**src/rtl/fsr_pkg.sv**
```systemverilog
package fsr_pkg;
  localparam int STAT_W   = 8;
  localparam int LIVE_W   = 6;
  localparam int B_OTEMP  = 0;
  localparam int B_RSTEVT = 7;
  localparam logic [STAT_W-1:0] STAT_RST_VAL = 8'h80;
  typedef logic [STAT_W-1:0] stat_t;
endpackage

```
**src/rtl/fsr_sticky_bit.sv**
```systemverilog
module fsr_sticky_bit #(
  parameter logic RST_VAL = 1'b0
) (
  input  logic clk,
  input  logic rst,
  input  logic set_i,
  input  logic clr_i,
  output logic q_o
);
  always_ff @(posedge clk) begin
    if (rst)        q_o <= RST_VAL;
    else if (set_i) q_o <= 1'b1;
    else if (clr_i) q_o <= 1'b0;
  end
endmodule

```
**src/rtl/fsr_otemp_merge.sv**
```systemverilog
module fsr_otemp_merge #(
  parameter int NUM_CH = 3
) (
  input  logic              clk,
  input  logic              rst,
  input  logic [NUM_CH-1:0] ch_set_i,
  input  logic              clr_i,
  output logic              any_o
);
  logic [NUM_CH-1:0] ch_q;

  for (genvar c = 0; c < NUM_CH; c++) begin : g_ch
    fsr_sticky_bit #(.RST_VAL(1'b0)) u_ch (
      .clk   (clk),
      .rst   (rst),
      .set_i (ch_set_i[c]),
      .clr_i (clr_i),
      .q_o   (ch_q[c])
    );
  end

  assign any_o = |ch_q;
endmodule

```
**src/rtl/fsr_capture.sv**
```systemverilog
module fsr_capture
  import fsr_pkg::*;
(
  input  logic  clk,
  input  logic  rst,
  input  stat_t stat_i,
  input  logic  cap_i,
  input  stat_t mask_i,
  output stat_t resp_o,
  output logic  irq_o
);
  always_ff @(posedge clk) begin
    if (rst) begin
      resp_o <= STAT_RST_VAL;
      irq_o  <= 1'b0;
    end else begin
      if (cap_i) resp_o <= stat_i;
      irq_o <= |(stat_i & mask_i);
    end
  end
endmodule

```
**src/rtl/fault_stat_reg.sv**
```systemverilog
module fault_stat_reg
  import fsr_pkg::*;
#(
  parameter int NUM_CH = 3
) (
  input  logic              clk,
  input  logic              rst,
  input  logic              evt_rst_exit,
  input  logic [LIVE_W-1:0] flt_live,
  input  logic [NUM_CH-1:0] flt_otemp,
  input  logic              cmd_done,
  input  logic              rd_stat,
  input  logic              clr_valid,
  input  logic [STAT_W-1:0] clr_bits,
  input  logic [STAT_W-1:0] mask_bits,
  output logic [STAT_W-1:0] stat_byte,
  output logic [STAT_W-1:0] resp_byte,
  output logic              irq_o
);
  stat_t clr_sel;
  stat_t stat_q;

  assign clr_sel = clr_valid ? clr_bits : '0;

  // Temperature bit: merged per-channel sticky detectors
  fsr_otemp_merge #(.NUM_CH(NUM_CH)) u_otemp (
    .clk      (clk),
    .rst      (rst),
    .ch_set_i (flt_otemp),
    .clr_i    (clr_sel[B_OTEMP]),
    .any_o    (stat_q[B_OTEMP])
  );

  // Single-source fault bits
  for (genvar b = 1; b <= LIVE_W; b++) begin : g_flt
    fsr_sticky_bit #(.RST_VAL(STAT_RST_VAL[b])) u_bit (
      .clk   (clk),
      .rst   (rst),
      .set_i (flt_live[b-1]),
      .clr_i (clr_sel[b]),
      .q_o   (stat_q[b])
    );
  end

  // Reset-event bit: comes out of reset set
  fsr_sticky_bit #(.RST_VAL(STAT_RST_VAL[B_RSTEVT])) u_rstevt (
    .clk   (clk),
    .rst   (rst),
    .set_i (evt_rst_exit),
    .clr_i (clr_sel[B_RSTEVT]),
    .q_o   (stat_q[B_RSTEVT])
  );

  fsr_capture u_cap (
    .clk    (clk),
    .rst    (rst),
    .stat_i (stat_q),
    .cap_i  (cmd_done | rd_stat),
    .mask_i (mask_bits),
    .resp_o (resp_byte),
    .irq_o  (irq_o)
  );

  assign stat_byte = stat_q;
endmodule

```
**config.mk**
```make
export PLATFORM = sky130hd
export DESIGN_NAME = fault_stat_reg
export DESIGN_NICKNAME = d
export VERILOG_FILES = /design/src/rtl/fsr_pkg.sv /design/src/rtl/fsr_sticky_bit.sv /design/src/rtl/fsr_otemp_merge.sv /design/src/rtl/fsr_capture.sv /design/src/rtl/fault_stat_reg.sv
export SDC_FILE = /design/constraint.sdc
export NUM_CORES = 1
export LEC_CHECK = 0
export ABC_CLOCK_PERIOD_IN_PS = 1500
export CAP_MARGIN = 20
export CORE_MARGIN = 4
export CORE_UTILIZATION = 30
export DETAILED_ROUTE_END_ITERATION = 6
export PLACE_DENSITY = 0.67
export SLEW_MARGIN = 30
export SYNTH_ARGS = -nofsm -noshare
export SYNTH_HDL_FRONTEND = slang
export SYNTH_HIERARCHICAL = 1
export SYNTH_SLANG_ARGS = --single-unit
```
**constraint.sdc**
```tcl
create_clock -name clk -period 1.5 [get_ports clk]
set_input_delay 0.3 -clock clk [delete_from_list [all_inputs] [get_ports clk]]
set_output_delay 0.3 -clock clk [all_outputs]
set_load 0.01 [all_outputs]
```
---- Word-level counts from Yosys, hierarchy flattened ----
Index checks and enable logic that the tools add are counted.
storage, ports and cells
  register bits ........................... 19
  logic and storage cells ................. 43
  output and inout port bits .............. 17
  input bits .............................. 31
operators by class
  multiplexer cells ....................... 17
  reductions and logical operators ........ 12
  bitwise logic cells ..................... 2
operators by type and width
  operator            count
  $reduce_bool A2 Y1  9
  $mux W1             16
  $and A8 B8 Y8       1
  $mux W8             1
  $reduce_or A8 Y1    1
  $reduce_or A3 Y1    1
  $reduce_or A2 Y1    1
  $or A1 B1 Y1        1

---- Depth between registers and ports, before layout ----
  word-level depth ........................ 3
  gate-level depth with buffers ........... 4
  gate-level depth less buffers ........... 3

---- By module ----
The synthesis kept the hierarchy.
modules (own cells, without submodules)
  module                                area an instance (um2)  cells an instance  seq. area each (um2)  instances
  fsr_capture                           349.1                   32                 180.2                 1
  fsr_sticky_bit at g_flt[1].u_bit ...  38.8                    4                  20.0                  9
  fault_stat_reg                        56.3                    9                  0.0                   1
  fsr_sticky_bit at u_rstevt            32.5                    4                  20.0                  1
  fsr_otemp_merge                       6.3                     1                  0.0                   1

---- Worst setup path after synthesis ----
Ideal clock, no wire load.
  kind .................................... reg-to-reg
  from .................................... register u_otemp.g_ch[1].u_ch.q_o
  to ...................................... register u_cap.irq_o
  data arrival time ....................... 1.012 ns
  path slack .............................. 0.353 ns
  data required time ...................... 1.365 ns
  stages on the path, launching flop included .. 4
  path through ............................ dfxtp_1 or3_1 a22oi_1 a41oi_1
on the way
  word-level cells in the longest chain between the ends .. 3
RTL lines
  element                 line                   text
  start, declared         fsr_sticky_bit.sv:8    output logic q_o
  start signal, assigned  fsr_sticky_bit.sv:11   if (rst) q_o <= RST_VAL;
  start signal, assigned  fsr_sticky_bit.sv:12   else if (set_i) q_o <= 1'b1;
  start signal, assigned  fsr_sticky_bit.sv:13   else if (clr_i) q_o <= 1'b0;
  $reduce_or A3 Y1        fsr_otemp_merge.sv:22  assign any_o = |ch_q;
  net stat_byte[0]        fault_stat_reg.sv:16   output logic [STAT_W-1:0] stat_byte,
  $and A8 B8 Y8           fsr_capture.sv:18      irq_o <= |(stat_i & mask_i);
  $reduce_or A8 Y1        fsr_capture.sv:18
  end signal, assigned    fsr_capture.sv:18
  end, declared           fsr_capture.sv:10      output logic irq_o
The timed path passes the listed nets, and every way through them passes these cells.
A chain may end at the register's enable or synchronous reset.

---- Worst setup path in the final report ----
  from .................................... register u_otemp.g_ch[1].u_ch.q_o
  to ...................................... output stat_byte[0]
on the way
  word-level cells in the longest chain between the ends .. 1
RTL lines
  element           line
  $reduce_or A3 Y1  fsr_otemp_merge.sv:22
  end, declared     fault_stat_reg.sv:16
Every way passes these cells.

==> results list <==
- Core ar.: ~0.0025 mm2
- The clock passes through at most 2 buffers.
* Clock-pin slew on the worst setup and hold paths: roughly 100 ps
- Most common cell after layout, fill and taps aside: sky130_fd_sc_hd__clkdlybuf4s50_1
- Aggregate global routing overflow: 0
- All-Layer GR Usage: 12.23%
* Total Nets Final: 170
* Average detailed-routed wire length per instance: about 12 um
- Number of levels the H-tree was split into: 1
- Via-per-instance ratio: 4.387
- Leakage power: 0.0006856 uW
- Buffers inserted during clock tree synthesis total 3.
- STA classifies the critical path startpoint as a flip-flop.
* Highest clock frequency the design can meet: just under 0.7 GHz
- CP required: around 1200 ps
* Sequential cell area fraction in the yosys report: roughly 48%
- Across the VDD grid, the largest voltage drop is about 0.00043 V.
- In the synthesized netlist, the number of instances is 82.
* Total wire length after detailed routing: about 2000 um
* PortBufs: 47
- Headroom to the max-slew limit came out at between 80% and 90%.
- A synthesized cell averages approximately 9.7 um2.
- For the worst setup path, the data arrival time is around 1100 ps.
- TritonRoute pass-1 iters: 4
- The die is slightly below 60 um wide.
* Fraction of final layout cells sized beyond drive strength 1: 18.84%
- The layout has between 200 and 300 filler cells.
- FP Rows: 18
- I/O pin count: 48
- Worst-Margin Slew: around 250 ps
- The congestion estimate from routability-driven global placement came to roughly 0.75.
* Placed wire-length estimate: 1655 um
- Count of vias placed by the detailed router: 737
- Critical-path maximum fanout: 2
- The via count of the first global-routing pass was 758.
- Antenna diode count: 0
- The tool flagged a number of max-cap violations equal to 0.
* Sinks on the clock net: 19
* Final worst path period share: a little over nine tenths
- Highest-count cells in the layout ignoring fill and taps: 31 x sky130_fd_sc_hd__clkdlybuf4s50_1, 15 x sky130_fd_sc_hd__dfxtp_1, 10 x sky130_fd_sc_hd__inv_1, 10 x sky130_fd_sc_hd__dlygate4sd2_1
* Number of DRC markers after the initial detailed-route iteration: 5
- The flow ran to the end, and the final reports show no timing, DRC or antenna violations.
* RSZ-0062 raised after global routing: false
- Entering global routing, the biggest net connects 11 pins.
* Initial Util: about a third
- Worst Hold Class: flip-flop to flip-flop
* Post-synthesis sequential element count: 19
- Number of distinct library cells after synthesis: 16
- Post-detailed-route count of antenna-violating nets: 0
* Setup TNS: 0 ps
* Net count after synthesis: 113
* Number of warning messages in the yosys log: 6
* Post-layout util: a little over half
- Largest clock skew in the final design: approximately 1.2 ps
- Global-route wire length before repair: approximately 3100 um
- Clock root cell: sky130_fd_sc_hd__clkbuf_4
- Max-slew violation count: 0
- Final critical-path required period: 1440 ps
* Drt drc: 0
* Clock latency on the worst-skew pair: slightly below 300 ps
- Total power divided by cell area: 768.2 mW/mm2
- Setup violations remaining at the end of the flow were counted as 0.
- Die boundary height: 59.42 um
- Area growth, synth to finish: 72.55%
- Die outline area: 0.003531 mm2
- Once the clock tree was built, the setup fixing pass inserted 0 buffers.
* Final hold violation count: 0
- Mapped Area: approximately 790 um2
- Clock tree from TritonCTS: built
- The initial antenna violation count came to 0.
- The worst setup path is captured at an output pin.
- The worst setup path is of the flip-flop to output pin kind.
-- layout make-up --
cell class	instances	area (um2)	share of cell area, %
sequential	19	385.4	28.15
multi-input combinational	51	364.1	26.60
inverter	10	37.54	2.742
tap	30	37.54	2.742
timing repair buffer	54	518.0	37.84
clock buffer	4	26.28	1.920
-- synth_stat cells (all sizes together) --
master	number	share of area [%]
a211o	1	1.1
a21oi	9	9.9
a22oi	4	3.8
a41oi	1	1.1
and2	8	6.3
buf	2	2.0
dfxtp	19	48
inv	10	4.7
mux2i	7	8.8
nand2b	9	7.1
nor2	8	3.8
nor2b	1	1.1
o21ai	1	0.63
or2	1	0.79
or3	1	0.79
-- power by group --
part           switching [uW]  leakage, uW  internal, uW  total, uW
logic                    86.6     0.000512           158        245
clock network             142    0.0000150           103        245
registers                22.2     0.000158           540        562
-- state kept, by name, indices dropped and copies added, names as in the netlist --
name / count
g_flt.u_bit/q_o: 6
u_cap/irq_o: 1
u_cap/resp_o: 8
u_otemp/g_ch.u_ch/q_o: 3
u_rstevt/q_o: 1
-- per-layer routing --
layer / up-vias / global-route usage (%) / part of all wire (%)
met5: - / 0 / 0
met3: 4 / 5.447 / 12
met4: 0 / 6.796 / 1.8
met2: 33 / 19.97 / 48
li1: 379 / - / -
met1: 321 / 13.03 / 38
-- final timing paths --
path | slack [ps] | cells after the start | start | to
worst max-delay path | 60 | 2 | u_otemp/g_ch[1].u_ch/q_o | stat_byte[0]
worst min-delay path | 490 | 2 | u_rstevt/q_o | u_rstevt/q_o
worst max register to register | 210 | 4 | u_otemp/g_ch[1].u_ch/q_o | u_cap/irq_o
worst min register to register | 490 | 2 | u_rstevt/q_o | u_rstevt/q_o
-- logic make-up after synthesis --
group / count (synthesis) / share of synthesized area [%]
flops: 19 / 47.95
simple gates: 28 / 19.87
mux: 7 / 8.833
buf+inv: 12 / 6.782
compound gates: 16 / 16.56
-- critical path: stages (launching register included) --
cell,delay (ps)
sky130_fd_sc_hd__dfxtp_1,320
sky130_fd_sc_hd__or3_4,380
sky130_fd_sc_hd__buf_2,150
-- stage by stage --
step	setup WS (ps)	power (uW)	hold slack, ps	area, um2	std cells
floorplan	352.7	663.8	362.4	793.3	82
CTS	1.966	1079	495.9	1351	168
global placement	24.67	833.2	470.4	1338	164
global route	5.419	1114	522.8	1369	168
detailed placement	5.007	836.7	474.4	1338	164
finish	59.84	1052	488.2	1369	168
-- repair_timing --
action / in CTS / in global routing
setup endpoints to repair: 11 / 6
resized for setup: 18 / 6
hold buffers: 0 / 0
Power figures use the tool's default switching activity.
